### config.mk
export PLATFORM = sky130hd
export DESIGN_NAME = potwiper_ctrl
export DESIGN_NICKNAME = d
export VERILOG_FILES = /design/src/rtl/potwiper_ctrl.sv
export SDC_FILE = /design/constraint.sdc
export NUM_CORES = 1
export LEC_CHECK = 0
export BUFFER_PORTS_ARGS = -buffer_cell sky130_fd_sc_hd__buf_2
export CAP_MARGIN = 5
export CORE_AREA = 2 2 119 87
export DETAILED_ROUTE_END_ITERATION = 7
export DIE_AREA = 0 0 121 89
export PLACE_DENSITY = 0.8
export SLEW_MARGIN = 40
export SYNTH_ARGS = -nofsm -noshare
export SYNTH_HDL_FRONTEND = slang
export SYNTH_SLANG_ARGS = --single-unit
export TNS_END_PERCENT = 30
### constraint.sdc
create_clock -name clk -period 6.1 [get_ports clk]
set_input_delay 1.22 -clock clk [delete_from_list [all_inputs] [get_ports clk]]
set_output_delay 1.22 -clock clk [all_outputs]
set_load 0.02 [all_outputs]
### src/rtl/potwiper_ctrl.sv
module potwiper_ctrl #(
  parameter int TAPS = 64,
  parameter logic [3:0] DEV_ID = 4'b0101,
  parameter logic [4*$clog2(TAPS)-1:0] DR_INIT = {6'd5, 6'd63, 6'd0, 6'd20}
) (
  input  logic            clk,
  input  logic            rst_n,
  input  logic            sck,
  input  logic            cs_n,
  input  logic            si,
  input  logic            a0,
  output logic            so,
  output logic            so_oe,
  output logic [TAPS-1:0] tap_sel
);
  localparam int WB = $clog2(TAPS);
  localparam logic [WB-1:0] TOP = WB'(TAPS - 1);
  localparam logic [3:0] OP_RDW = 4'b1001, OP_WRW = 4'b1010, OP_RDD = 4'b1011,
                         OP_WRD = 4'b1100, OP_D2W = 4'b1101, OP_W2D = 4'b1110,
                         OP_STEP = 4'b0010;

  logic sck_r, sck_p, si_r, cs_r;
  logic [4:0] cnt;
  logic [7:0] sh, cmd, osh;
  logic bad, recall;
  logic [WB-1:0] wcr;
  logic [WB-1:0] dr [4];

  always_ff @(posedge clk) begin
    if (!rst_n) {sck_r, sck_p, si_r, cs_r} <= 4'b0001;
    else begin
      sck_r <= sck;
      sck_p <= sck_r;
      si_r  <= si;
      cs_r  <= cs_n;
    end
  end

  wire       rise = !cs_r && sck_r && !sck_p;
  wire       fall = !cs_r && !sck_r && sck_p;
  wire [7:0] nxt  = {sh[6:0], si_r};
  wire [3:0] op   = cmd[7:4];
  wire [1:0] sel  = cmd[3:2];
  wire       is_rd = (op == OP_RDW) || (op == OP_RDD);
  wire       stepping = rise && !bad && op == OP_STEP && cnt == 5'd16;
  wire       inc_ev = stepping && si_r;
  wire       dec_ev = stepping && !si_r;
  wire       last_wr = rise && !bad && cnt == 5'd23;
  wire       instr_done = rise && !bad && cnt == 5'd15;
  wire [7:0] rd_val = {{(8-WB){1'b0}}, (op == OP_RDW) ? wcr : dr[sel]};

  always_ff @(posedge clk) begin
    if (!rst_n || cs_r) begin
      cnt <= '0; sh <= '0; cmd <= '0; bad <= 1'b0; osh <= '0; so_oe <= 1'b0;
    end else begin
      if (rise) begin
        sh <= nxt;
        if (cnt == 5'd7) bad <= (nxt[7:4] != DEV_ID) || (nxt[0] != a0);
        if (cnt == 5'd15) cmd <= nxt;
        if (cnt < 5'd24 && !(cnt == 5'd16 && op == OP_STEP)) cnt <= cnt + 5'd1;
      end
      if (fall && !bad && is_rd) begin
        if (cnt == 5'd16) begin
          so_oe <= 1'b1;
          osh   <= rd_val;
        end else if (cnt == 5'd24) so_oe <= 1'b0;
        else if (cnt > 5'd16) osh <= {osh[6:0], 1'b0};
      end
    end
  end

  assign so = osh[7];

  always_ff @(posedge clk) begin
    if (!rst_n) begin
      wcr    <= '0;
      recall <= 1'b1;
      for (int i = 0; i < 4; i++) dr[i] <= DR_INIT[i*WB +: WB];
    end else begin
      recall <= 1'b0;
      if (recall) wcr <= dr[0];
      else if (inc_ev) begin
        if (wcr != TOP) wcr <= wcr + 1'b1;
      end else if (dec_ev) begin
        if (wcr != '0) wcr <= wcr - 1'b1;
      end else if (last_wr && op == OP_WRW) wcr <= nxt[WB-1:0];
      else if (instr_done && nxt[7:4] == OP_D2W) wcr <= dr[nxt[3:2]];
      if (last_wr && op == OP_WRD) dr[sel] <= nxt[WB-1:0];
      if (instr_done && nxt[7:4] == OP_W2D) dr[nxt[3:2]] <= wcr;
    end
  end

  always_ff @(posedge clk) begin
    if (!rst_n) tap_sel <= {{(TAPS-1){1'b0}}, 1'b1};
    else tap_sel <= {{(TAPS-1){1'b0}}, 1'b1} << wcr;
  end
endmodule

==> impl_results.md <==
* CP startpoint kind: primary input
* Cell type with the highest aggregate area in the netlist: dfxtp_1
* Worst-case reg-to-reg path depth at 8
* Final Max Slew Viols at 0
* Die ar. at 10770 µm²
* Setup bufs post-CTS at 0
* DRC at 0
* Seq/Total Area, Yosys at a little under three fifths
* Clock Latency Late Sink at 420 ps
* RSZ-0062 raised after global routing: no
* Post-Syn Area at 5176 µm²
* Tightest Pin Transition at 734.3 ps
* Clk buf depth at 2
* Count of input and output buffers at 71
* Hold Buf Count CTS at 0
* Setup crit end kind: register
* Core Area at 9497 µm²
* 1st-iter DRT viols at 370
* Synth cell types at 55
* Total Power at 1.999 mW
* Post-synth top area share at 41.38%
* Overall global routing resource usage at 24.96%
* Fin crit share at 48.56%
* Initial antenna violation count at 0
* Top area cells in the synthesized netlist: dfxtp_1 (41%), edfxtp_1 (14%), nor2_1 (8.6%)
* Syn_area_per_cell at 10.17 µm²
* Synthesized net count at 525
* Crit path from: rst_n
* DR vias at 4086
* Critical Path Sink: dr[1][5]
* Top post-synthesis cells by count: nor2_1 (119), dfxtp_1 (107), nand2_1 (39)
* CP required at about 6200 ps
* Via density at 5.699
* Most common cell in the netlist: nor2_1
* Minimum clock period at between 2000 and 3000 ps
* Post-synth ARST share at 0%
* Multi-input gate area at 2132 µm²
* Primary FF master, synth: dfxtp_1
* Gr ovfl total at 0
* Crit path kind: in -> reg
* Dpl cell area at ~5600 µm²
* Initial Utilization at 54.51%
* Die height at 89 µm
* Filler Cells Inserted at 711
* Slew margin rel. at 49.78%
* Design Area, Final at 6198 µm²
* Top Ports at 72
* Synth warnings at 0
* R2R setup slack at 3180 ps
* Min-delay worst type: reg -> reg
* Vias in the first global route at 3833
* Cell Pwr Density at 322.4 nW/µm²
* Final hold slack at roughly 460 ps
* Skew final at between 9 and 10 ps
* Worst r2r src: cnt[0]
* CP max FO at 23
* Final WL at 12.94 mm
* VDD IR max at 0.1980 mV
* Status: completed
* Clock slew at reported path FFs at 50 ps
* Htree depth at 4
* Die Wd at 121 µm
* Endpoints failing hold at 0
* EDFF count, synth at 24
* Critical Path AT at 3070 ps
* Max_cap viols at 0
* Root Driver: clkbuf_16
* Number of routed nets with antenna violations at 0
* Setup_tns at 0 ps
* Lkg Pwr at ~2.4 nW
* Clk sink count at 131
* Wire per inst at 18.05 µm
* Reg-to-reg endpoint: wcr[3]
* Area growth from synthesis to layout at 19.75%
* CTS tree: yes
* Ant diodes at 0
* Largest net degree at the start of global routing at 24
* TritonCTS Buffers at 17
* Final nets at 593
* Reg area at 2863 µm²
* Post_cts resized at 0
* FP Rows at 30
* Setup violators final at 0
* First-pass GRT wire length at 19.82 mm
* Final HPWL DP at 9.029 mm
* Share of layout cells above drive strength 1 at 21.39%
* Synth Instances at 509
* RePlAce Congestion at 0.9867
* Fmax achieved at 0.3376 GHz
* #FFs+latches synth at between 100 and 150
* Router iterations before antenna repair at 6
==> sequential cells by signal (all words and copies together), names as in the netlist, named ones only <==
name / flops
bad: 1
recall: 1
sck_r: 1
cnt: 5
cs_r: 1
sh: 7
sck_p: 1
si_r: 1
cmd: 6
dr: 24
so_oe: 1
wcr: 6
osh: 8
tap_sel: 64
==> routing by layer <==
layer,GRT usage (%),share of wire [%]
met5,0,0
met3,5.804,7.4
met4,11.21,2.2
met2,37.33,45
met1,34.96,45
==> placed cells by master, fill, tap and decap left out, types with 3 or more instances in the layout <==
master       n
a22oi_1      4
nor2_1     119
and3_1       4
mux2i_1     19
o22ai_1      7
or3_1        3
mux4_2      12
and2_1       5
nand4_1      3
edfxtp_1    24
xnor2_1      4
o21ai_0      9
nor2b_1      4
clkbuf_16   19
inv_1       21
o32a_1       3
xor2_1       4
o41ai_1      3
a21oi_1     21
clkinv_2     3
buf_2       71
nand3_1     12
nand2_1     39
dfxtp_1    107
nand2b_1     3
nor3_1       6
ha_1        10
==> worst min path at each step <==
stage          startpoint      to  slack (ps)  depth (start not counted)
6_report           osh[6]  osh[6]         460                          2
5_1_grt            osh[6]  osh[6]         490                          2
4_1_cts            osh[7]  osh[7]         460                          2
3_5_place_dp       osh[7]  osh[7]         460                          2
3_3_place_gp       osh[7]  osh[7]         430                          2
2_1_floorplan      osh[6]  osh[6]         430                          2
==> worst max-delay path: stages <==
cell and delay [ps]:
buf_2 390, nand2_1 90, or3_1 370, or2_2 350
o32a_1 390, nand2_1 250
==> cell type report <==
class	instances	area share [%]
flip-flops and latches	131	46.19
multi-input cells	334	34.40
clock buffers	20	7.731
repair buffers	72	5.854
well taps	128	2.584
clock inverters	11	1.978
inverters	21	1.272
==> report_power, final <==
group | leakage, nW | switching (mW) | internal [mW]
logic | 1.01 | 0.0449 | 0.0229
registers | 1.08 | 0.0183 | 0.891
clock network | 0.293 | 0.374 | 0.647
total | 2.39 | 0.437 | 1.56
==> through the flow <==
stage	util (%)	worst slack (ps)	instances
6_report	65.27	3138	717
5_1_grt	65.27	2974	717
4_1_cts	65.19	3187	717
3_5_place_dp	58.85	2752	686
3_3_place_gp	58.85	2815	686
2_1_floorplan	-	3316	509
==> cell families after synthesis <==
kind of cell / count (synthesis) / share of synthesized area [%]
AO/OA/AOI/OAI: 64 / 8.388
adder cells (fa/ha/maj): 10 / 2.417
multiplexers: 33 / 9.330
AND/OR/NAND/NOR: 219 / 19.56
XOR/XNOR: 8 / 1.353
buffers and inverters: 44 / 3.650
flip-flops: 131 / 55.31
(Power assumes the default switching activity.)
